### src/rtl/blkreg_pkg.sv
package blkreg_pkg;
   // Protocol engine phases
   typedef enum logic [2:0] {
      ST_IDLE,     // waiting for START
      ST_RX,       // shifting a byte in from the master
      ST_ACK_OUT,  // slave drives the acknowledge bit
      ST_TX,       // shifting a byte out to the master
      ST_ACK_IN,   // master drives the acknowledge bit
      ST_SKIP      // not addressed or NACKed: silent until START/STOP
   } eng_state_t;

   localparam int OE_W    = 5;
   localparam int DRV_W   = 2;
   localparam int CTRL_W  = OE_W + DRV_W;
   localparam logic [CTRL_W-1:0] CTRL_RST = {{DRV_W{1'b0}}, {OE_W{1'b1}}};
   localparam int LEAD_BYTES = 2;   // command + length bytes dropped on writes
endpackage

### src/rtl/blkreg_sync.sv
module blkreg_sync #(
   parameter int STAGES = 2
) (
   input  logic clk,
   input  logic rst_n,
   input  logic scl_in,
   input  logic sda_in,
   output logic scl_q,
   output logic sda_q,
   output logic scl_rise,
   output logic scl_fall,
   output logic start_det,
   output logic stop_det
);
   localparam int LINES = 2;

   logic [LINES-1:0] raw;
   logic [LINES-1:0] synced;
   logic [LINES-1:0] prev;

   assign raw = {scl_in, sda_in};

   for (genvar g = 0; g < LINES; g++) begin : g_line
      logic [STAGES-1:0] ff;
      always_ff @(posedge clk or negedge rst_n) begin
         if (!rst_n) ff <= '1;
         else        ff <= {ff[STAGES-2:0], raw[g]};
      end
      assign synced[g] = ff[STAGES-1];
   end

   always_ff @(posedge clk or negedge rst_n) begin
      if (!rst_n) prev <= '1;
      else        prev <= synced;
   end

   assign scl_q     = synced[1];
   assign sda_q     = synced[0];
   assign scl_rise  = synced[1] & ~prev[1];
   assign scl_fall  = ~synced[1] & prev[1];
   assign start_det = synced[1] & prev[1] & prev[0] & ~synced[0];
   assign stop_det  = synced[1] & prev[1] & ~prev[0] & synced[0];
endmodule

### src/rtl/blkreg_bank.sv
module blkreg_bank
   import blkreg_pkg::*;
#(
   parameter int          NUM_REGS = 7,
   parameter int          CTRL_IDX = 6,
   parameter int          PTR_W    = 8,
   parameter logic [7:0]  GP_RST   = 8'h00
) (
   input  logic             clk,
   input  logic             rst_n,
   input  logic             wr_en,
   input  logic [PTR_W-1:0] wr_idx,
   input  logic [7:0]       wr_data,
   input  logic [PTR_W-1:0] rd_idx,
   output logic [7:0]       rd_data,
   input  logic             strap_in,
   output logic [OE_W-1:0]  oe_ctl,
   output logic [DRV_W-1:0] drive_ctl
);
   localparam int SEL_W = (NUM_REGS > 1) ? $clog2(NUM_REGS) : 1;

   logic [NUM_REGS-1:0][7:0] view;   // read view of every register
   logic [CTRL_W-1:0]        ctrl_q;

   for (genvar i = 0; i < NUM_REGS; i++) begin : g_reg
      if (i == CTRL_IDX) begin : g_ctrl
         always_ff @(posedge clk or negedge rst_n) begin
            if (!rst_n)
               ctrl_q <= CTRL_RST;
            else if (wr_en && wr_idx == PTR_W'(i))
               ctrl_q <= wr_data[CTRL_W-1:0];   // top bit is read-only
         end
         assign view[i] = {strap_in, ctrl_q};
      end else begin : g_plain
         logic [7:0] q;
         always_ff @(posedge clk or negedge rst_n) begin
            if (!rst_n)
               q <= GP_RST;
            else if (wr_en && wr_idx == PTR_W'(i))
               q <= wr_data;
         end
         assign view[i] = q;
      end
   end

   always_comb begin
      if (rd_idx < PTR_W'(NUM_REGS)) rd_data = view[rd_idx[SEL_W-1:0]];
      else                           rd_data = 8'h00;
   end

   assign oe_ctl    = ctrl_q[OE_W-1:0];
   assign drive_ctl = ctrl_q[CTRL_W-1:OE_W];

   assert_ctrl_write_R2: assert property (@(posedge clk) disable iff (!rst_n)
      (wr_en && wr_idx == PTR_W'(CTRL_IDX)) |=>
         ({drive_ctl, oe_ctl} == $past(wr_data[CTRL_W-1:0])));

   assert_beyond_write_R9: assert property (@(posedge clk) disable iff (!rst_n)
      (wr_en && wr_idx >= PTR_W'(NUM_REGS)) |=> ($stable(ctrl_q) && $stable(view[0])));
endmodule

### src/rtl/blkreg_engine.sv
module blkreg_engine
   import blkreg_pkg::*;
#(
   parameter logic [6:0] DEV_ADDR   = 7'h69,
   parameter logic [7:0] BYTE_COUNT = 8'h09,
   parameter int         PTR_W      = 8
) (
   input  logic             clk,
   input  logic             rst_n,
   input  logic             scl_q,
   input  logic             sda_q,
   input  logic             scl_rise,
   input  logic             scl_fall,
   input  logic             start_det,
   input  logic             stop_det,
   input  logic [7:0]       rd_data,
   output logic [PTR_W-1:0] rd_idx,
   output logic             wr_en,
   output logic [PTR_W-1:0] wr_idx,
   output logic [7:0]       wr_data,
   output logic             sda_pull
);
   localparam logic [PTR_W-1:0] PTR_MAX = '1;

   eng_state_t       st;
   logic [3:0]       bitcnt;
   logic [7:0]       shreg;
   logic             is_addr;
   logic             rw;
   logic             mst_ack;
   logic [PTR_W-1:0] bidx;
   logic [PTR_W-1:0] tx_ptr;
   logic [7:0]       tx_byte;

   function automatic logic [PTR_W-1:0] sat_inc(input logic [PTR_W-1:0] v);
      return (v == PTR_MAX) ? v : v + 1'b1;
   endfunction

   // byte 0 of a read is the count, byte k is register k-1
   assign tx_ptr  = (st == ST_ACK_IN) ? sat_inc(bidx) : bidx;
   assign rd_idx  = tx_ptr - 1'b1;
   assign tx_byte = (tx_ptr == '0) ? BYTE_COUNT : rd_data;

   always_ff @(posedge clk or negedge rst_n) begin
      if (!rst_n) begin
         st       <= ST_IDLE;
         bitcnt   <= '0;
         shreg    <= '0;
         is_addr  <= 1'b0;
         rw       <= 1'b0;
         mst_ack  <= 1'b0;
         bidx     <= '0;
         sda_pull <= 1'b0;
         wr_en    <= 1'b0;
         wr_idx   <= '0;
         wr_data  <= '0;
      end else begin
         wr_en <= 1'b0;
         if (start_det) begin
            st       <= ST_RX;
            bitcnt   <= '0;
            bidx     <= '0;
            is_addr  <= 1'b1;
            sda_pull <= 1'b0;
         end else if (stop_det) begin
            st       <= ST_IDLE;
            sda_pull <= 1'b0;
         end else begin
            unique case (st)
               ST_RX: begin
                  if (scl_rise) begin
                     shreg  <= {shreg[6:0], sda_q};
                     bitcnt <= bitcnt + 1'b1;
                  end else if (scl_fall && bitcnt == 4'd8) begin
                     bitcnt <= '0;
                     if (is_addr) begin
                        is_addr <= 1'b0;
                        if (shreg[7:1] == DEV_ADDR) begin
                           rw       <= shreg[0];
                           sda_pull <= 1'b1;
                           st       <= ST_ACK_OUT;
                        end else begin
                           st <= ST_SKIP;
                        end
                     end else begin
                        sda_pull <= 1'b1;
                        st       <= ST_ACK_OUT;
                        bidx     <= sat_inc(bidx);
                        if (bidx >= PTR_W'(LEAD_BYTES)) begin
                           wr_en   <= 1'b1;
                           wr_idx  <= bidx - PTR_W'(LEAD_BYTES);
                           wr_data <= shreg;
                        end
                     end
                  end
               end
               ST_ACK_OUT: begin
                  if (scl_fall) begin
                     bitcnt <= '0;
                     if (rw) begin
                        st       <= ST_TX;
                        shreg    <= tx_byte;
                        sda_pull <= ~tx_byte[7];
                     end else begin
                        st       <= ST_RX;
                        sda_pull <= 1'b0;
                     end
                  end
               end
               ST_TX: begin
                  if (scl_rise) begin
                     bitcnt <= bitcnt + 1'b1;
                  end else if (scl_fall) begin
                     if (bitcnt == 4'd8) begin
                        sda_pull <= 1'b0;
                        st       <= ST_ACK_IN;
                     end else begin
                        shreg    <= {shreg[6:0], 1'b0};
                        sda_pull <= ~shreg[6];
                     end
                  end
               end
               ST_ACK_IN: begin
                  if (scl_rise) begin
                     mst_ack <= ~sda_q;
                  end else if (scl_fall) begin
                     bitcnt <= '0;
                     if (mst_ack) begin
                        bidx     <= sat_inc(bidx);
                        st       <= ST_TX;
                        shreg    <= tx_byte;
                        sda_pull <= ~tx_byte[7];
                     end else begin
                        st <= ST_SKIP;
                     end
                  end
               end
               default: ;   // ST_IDLE, ST_SKIP wait for START
            endcase
         end
      end
   end

   assert_pull_low_scl_R10: assert property (@(posedge clk) disable iff (!rst_n)
      $rose(sda_pull) |-> !scl_q);

   assert_stop_release_R8: assert property (@(posedge clk) disable iff (!rst_n)
      stop_det |=> !sda_pull);

   assert_skip_quiet_R1: assert property (@(posedge clk) disable iff (!rst_n)
      (st == ST_SKIP) |-> !sda_pull);

   assert_start_rewind_R7: assert property (@(posedge clk) disable iff (!rst_n)
      start_det |=> (st == ST_RX && bitcnt == 4'd0 && bidx == '0 && !sda_pull));
endmodule

### src/rtl/blkreg_slave.sv
module blkreg_slave
   import blkreg_pkg::*;
#(
   parameter logic [6:0] DEV_ADDR    = 7'h69,
   parameter logic [7:0] BYTE_COUNT  = 8'h09,
   parameter int         NUM_REGS    = 7,
   parameter int         CTRL_IDX    = 6,
   parameter int         SYNC_STAGES = 2,
   parameter int         PTR_W       = 8,
   parameter logic [7:0] GP_RST      = 8'h00
) (
   input  logic             clk,
   input  logic             rst_n,
   input  logic             scl_in,
   input  logic             sda_in,
   output logic             sda_pull,
   input  logic             strap_in,
   output logic [OE_W-1:0]  oe_ctl,
   output logic [DRV_W-1:0] drive_ctl
);
   if (CTRL_IDX < 0 || CTRL_IDX >= NUM_REGS) begin : g_bad_ctrl
      $error("blkreg_slave: CTRL_IDX must index an implemented register");
   end
   if (SYNC_STAGES < 2) begin : g_bad_sync
      $error("blkreg_slave: SYNC_STAGES must be at least 2");
   end
   if (NUM_REGS >= (2 ** PTR_W) - 1) begin : g_bad_ptr
      $error("blkreg_slave: PTR_W too narrow for NUM_REGS");
   end

   logic             scl_q, sda_q, scl_rise, scl_fall, start_det, stop_det;
   logic             wr_en;
   logic [PTR_W-1:0] wr_idx, rd_idx;
   logic [7:0]       wr_data, rd_data;

   blkreg_sync #(.STAGES(SYNC_STAGES)) u_sync (
      .clk(clk), .rst_n(rst_n), .scl_in(scl_in), .sda_in(sda_in),
      .scl_q(scl_q), .sda_q(sda_q), .scl_rise(scl_rise), .scl_fall(scl_fall),
      .start_det(start_det), .stop_det(stop_det)
   );

   blkreg_engine #(.DEV_ADDR(DEV_ADDR), .BYTE_COUNT(BYTE_COUNT), .PTR_W(PTR_W)) u_engine (
      .clk(clk), .rst_n(rst_n), .scl_q(scl_q), .sda_q(sda_q),
      .scl_rise(scl_rise), .scl_fall(scl_fall),
      .start_det(start_det), .stop_det(stop_det),
      .rd_data(rd_data), .rd_idx(rd_idx),
      .wr_en(wr_en), .wr_idx(wr_idx), .wr_data(wr_data),
      .sda_pull(sda_pull)
   );

   blkreg_bank #(.NUM_REGS(NUM_REGS), .CTRL_IDX(CTRL_IDX), .PTR_W(PTR_W), .GP_RST(GP_RST)) u_bank (
      .clk(clk), .rst_n(rst_n),
      .wr_en(wr_en), .wr_idx(wr_idx), .wr_data(wr_data),
      .rd_idx(rd_idx), .rd_data(rd_data),
      .strap_in(strap_in), .oe_ctl(oe_ctl), .drive_ctl(drive_ctl)
   );
endmodule

### config.mk
export PLATFORM = sky130hd
export DESIGN_NAME = blkreg_slave
export DESIGN_NICKNAME = d
export VERILOG_FILES = /design/src/rtl/blkreg_pkg.sv /design/src/rtl/blkreg_sync.sv /design/src/rtl/blkreg_bank.sv /design/src/rtl/blkreg_engine.sv /design/src/rtl/blkreg_slave.sv
export SDC_FILE = /design/constraint.sdc
export NUM_CORES = 1
export LEC_CHECK = 0
export ABC_AREA = 1
export BUFFER_PORTS_ARGS = -buffer_cell sky130_fd_sc_hd__buf_2
export CORE_ASPECT_RATIO = 0.5
export CORE_MARGIN = 5
export CORE_UTILIZATION = 55
export DETAILED_ROUTE_END_ITERATION = 12
export HOLD_SLACK_MARGIN = 0.03
export PLACE_DENSITY_LB_ADDON = 0.08
export SYNTH_ARGS = -nofsm -noshare
export SYNTH_HDL_FRONTEND = slang
export SYNTH_SLANG_ARGS = --single-unit
### constraint.sdc
create_clock -name clk -period 5.55 [get_ports clk]
set_input_delay 0.555 -clock clk [delete_from_list [all_inputs] [get_ports clk]]
set_output_delay 0.555 -clock clk [all_outputs]
set_load 0.03 [all_outputs]
==> out/qor.csv <==
stage,metric,value,unit
outcome,status,completed,
yosys,Async SR Flop Fraction,100.0,%
placement,pre-CTS setup slack,2.121,ns
routing,routed vias/inst,5.394,
cts,Clock transition at path regs,0.07,ns
global_route,initial antenna violation count,0,
yosys,Syn. warnings,0,
timing,Final Setup Violations,0,
yosys,#FFs+latches synth,105,
power,Clock Power Share,18.9,%
timing,Period minus WS final,3.517,ns
cts,clock sinks,105,
power,leak pwr,2.891,nW
worst_setup_path,CP Capture Type,flip-flop,
worst_setup_path,CP startpoint kind,flip-flop,
final_layout,"commonest non-fill, non-tap cell in the layout",nand2_1,
worst_setup_path,WP data required,5.83,ns
timing,Clock Skews,0.01368,ns
yosys,"EDFF count, synth",0,
final_layout,# nets final,743,
yosys,Syn Std Cell Area,0.005724,sq mm
timing,Slew @ Worst Pin,0.8065,ns
power,Switching Fraction,46.79,%
final_layout,n_diodes,0,
routing,wire per inst,15.49,um
final_layout,Layout fillers,926,
worst_setup_path,worst-path maximum fanout,23,
die,DIE AREA,0.01267,sq mm
power,Internal,0.001779,W
routing,initial DRC count,389,
die,Initial Util,56.22,%
placement,Buffers on Ports,12,
routing,ANT nets after route,0,
global_route,GR Util All Layers,23.02,%
routing,detailed-route via count,4720,
die,Die W,154.3,um
power,Combinational Power Share,53.4,%
min_path,HP Class,input port to async pin,
worst_setup_path,worst path arrival time,3.80,ns
worst_setup_path,Setup Crit Path Kind,flip-flop to flip-flop,
die,Die Span Y,82.14,um
global_route,vias in the first global route,4403,
cts,TritonCTS clock tree,built,
timing,setup TNS,0,ns
worst_setup_path,CP Launch Point,u_engine.bidx[0],
timing,setup slack after layout,2.033,ns
yosys,Cells after Synth,726,
routing,total wire length,13550,um
worst_setup_path,RR Startpoint,u_engine.bidx[0],
timing,Slew Limit Fails,0,
power,peak supply drop,0.3231,mV
final_layout,synth-to-layout area growth,7.060,%
cts,H-tree depth,3,
routing,DRC Markers,0,
yosys,Netlist cell types,47,
yosys,Synth Flop Type,dfrtp_1,
final_layout,multi-input gate area in the final layout,0.002653,sq mm
power,Pwr Total,0.003343,W
timing,RSZ-0062 raised after global routing,false,
timing,post-route clock period utilization,63.37,%
power,Power per Cell Area,545.5,mW/mm^2
cts,post-CTS sizing,0,
final_layout,share of layout cells above drive strength 1,11.56,%
final_layout,Register Area,0.002641,sq mm
die,CORE AREA,0.01018,sq mm
yosys,Syn Area/Cell,7.885,sq um
cts,worst skew pair latency,0.35,ns
die,IO Pins,13,
cts,"Setup Fix Bufs, Post-CTS",0,
power,NetSw,0.001564,W
timing,Slew HR,46.23,%
yosys,post-synthesis sequential area ratio,46.14,%
timing,final hold vios,0,
cts,Max Buffers Root-to-Sink,2,
die,row count,26,
cts,CTS Buf Count,9,
placement,gp weighted congestion,0.8995,
global_route,global route total overflow,0,
yosys,syn nets,739,
cts,"Hold-fix buffers, CTS",0,
routing,Initial DRT Pass Iterations,5,
final_layout,most frequent cells in the layout,"221 x nand2_1, 94 x dfrtp_1, 84 x o21ai_0, 70 x inv_1, 67 x nand3_1",
global_route,first-pass GRT wire length,22990,um
job,maxcap violations,0,
timing,f_max,0.2843,GHz
cts,root cell of the clock tree,clkbuf_16,
placement,DPL Wire Length,9482,um
power,Flop pwr share,27.7,%
global_route,largest net degree at the start of global routing,65,
-- area by class of cell --
| cell class | count | share of cell area (%) |
|---|---|---|
| timing repair buffer | 14 | 1.266 |
| clock buffer | 11 | 3.797 |
| multi-input combinational | 522 | 43.28 |
| tap | 140 | 2.858 |
| sequential | 105 | 43.10 |
| clock inverter | 5 | 0.9187 |
| inverter | 78 | 4.777 |
-- critical path, cell delays in order, from the launching register on --
cell,delay (ns)
dfrtp_1,0.51
ha_1,0.24
nand2_1,0.19
nor2_8,0.18
nand3_1,0.15
nand3_4,0.14
nand2_4,0.17
ha_1,0.72
inv_1,0.40
nand3_1,0.17
o21ai_0,0.10
nand2_1,0.06
nand2_1,0.12
nand2_1,0.09
nand2_1,0.05
nand2_1,0.05
nand2_1,0.04
nand2_1,0.04
-- power groups by stage --
stage,Sequential (W),Combinational [W],Clock (W)
finish,0.000927,0.00179,0.000631
global route,0.000936,0.00202,0.000682
CTS,0.000926,0.00178,0.000648
detailed placement,0.000937,0.00177,0
global placement,0.000936,0.00174,0
floorplan,0.000922,0.00149,0
-- path summary, 6_finish.rpt --
path | endpoint | slack, ns | cells after the start
worst max register to register | u_engine.sda_pull | 2.03 | 17
worst max-delay path | u_engine.sda_pull | 2.03 | 17
max in group asynchronous | u_sync.g_line[1].ff[0] | 4.19 | 2
worst min-delay path | u_bank.g_reg[2].g_plain.q[4] | 0.30 | 1
min in group clk | u_sync.g_line[0].ff[0] | 0.31 | 1
worst min register to register | u_sync.g_line[1].ff[1] | 0.36 | 0
-- registers in the layout (all words and copies together), names as in the netlist --
signal              flops
u_bank.g.g_plain.q     48
u_engine.bidx           8
u_engine.shreg          8
u_engine.wr_data        8
u_engine.wr_idx         8
u_bank.ctrl_q           7
u_engine.bitcnt         4
u_sync.g_line.ff        4
u_engine.st             3
u_sync.prev             2
u_engine.is_addr        1
u_engine.mst_ack        1
u_engine.rw             1
u_engine.sda_pull       1
u_engine.wr_en          1
-- synthesized netlist by cell type (5+ instances only) --
master	number	area share [%]
nand2_1	221	14
dfrtp_1	94	41
o21ai_0	84	7.3
inv_1	70	4.6
nand3_1	67	5.9
nor2_1	38	2.5
a21oi_1	25	2.2
dfstp_2	11	5.0
buf_2	8	0.70
ha_1	8	1.7
inv_2	8	0.52
nand2_2	7	0.76
clkbuf_1	6	0.39
o22ai_1	6	0.66
a22oi_2	5	1.1
nand2_4	5	0.98
nand4_1	5	0.55
-- per-stage QoR --
| step | instances | instance area [sq um] | utilization (%) | hold WS, ns |
|---|---|---|---|---|
| floorplan | 726 | 5724 | - | 0.2594 |
| global placement | 859 | 5839 | 57.35 | 0.3456 |
| detailed placement | 859 | 5839 | 57.35 | 0.3473 |
| CTS | 875 | 6128 | 60.19 | 0.2937 |
| global route | 875 | 6128 | 60.19 | 0.2911 |
| finish | 875 | 6128 | 60.19 | 0.3042 |
-- cell families after synthesis --
logic type	synth area share, %
simple gates	30.62
buf+inv	7.519
flops	46.14
compound gates	13.20
xor+xnor	0.7650
fa+ha+maj	1.749
-- metal layers --
layer  vias to the layer above  track usage, %  wire length, um
li1                       2379               -                -
met1                      2180           34.97             6990
met2                       143           34.09             5540
met3                        18           4.789              840
met4                         0           5.110              182
met5                         -               0                0
Note: power is estimated with default switching activity, not from simulation.
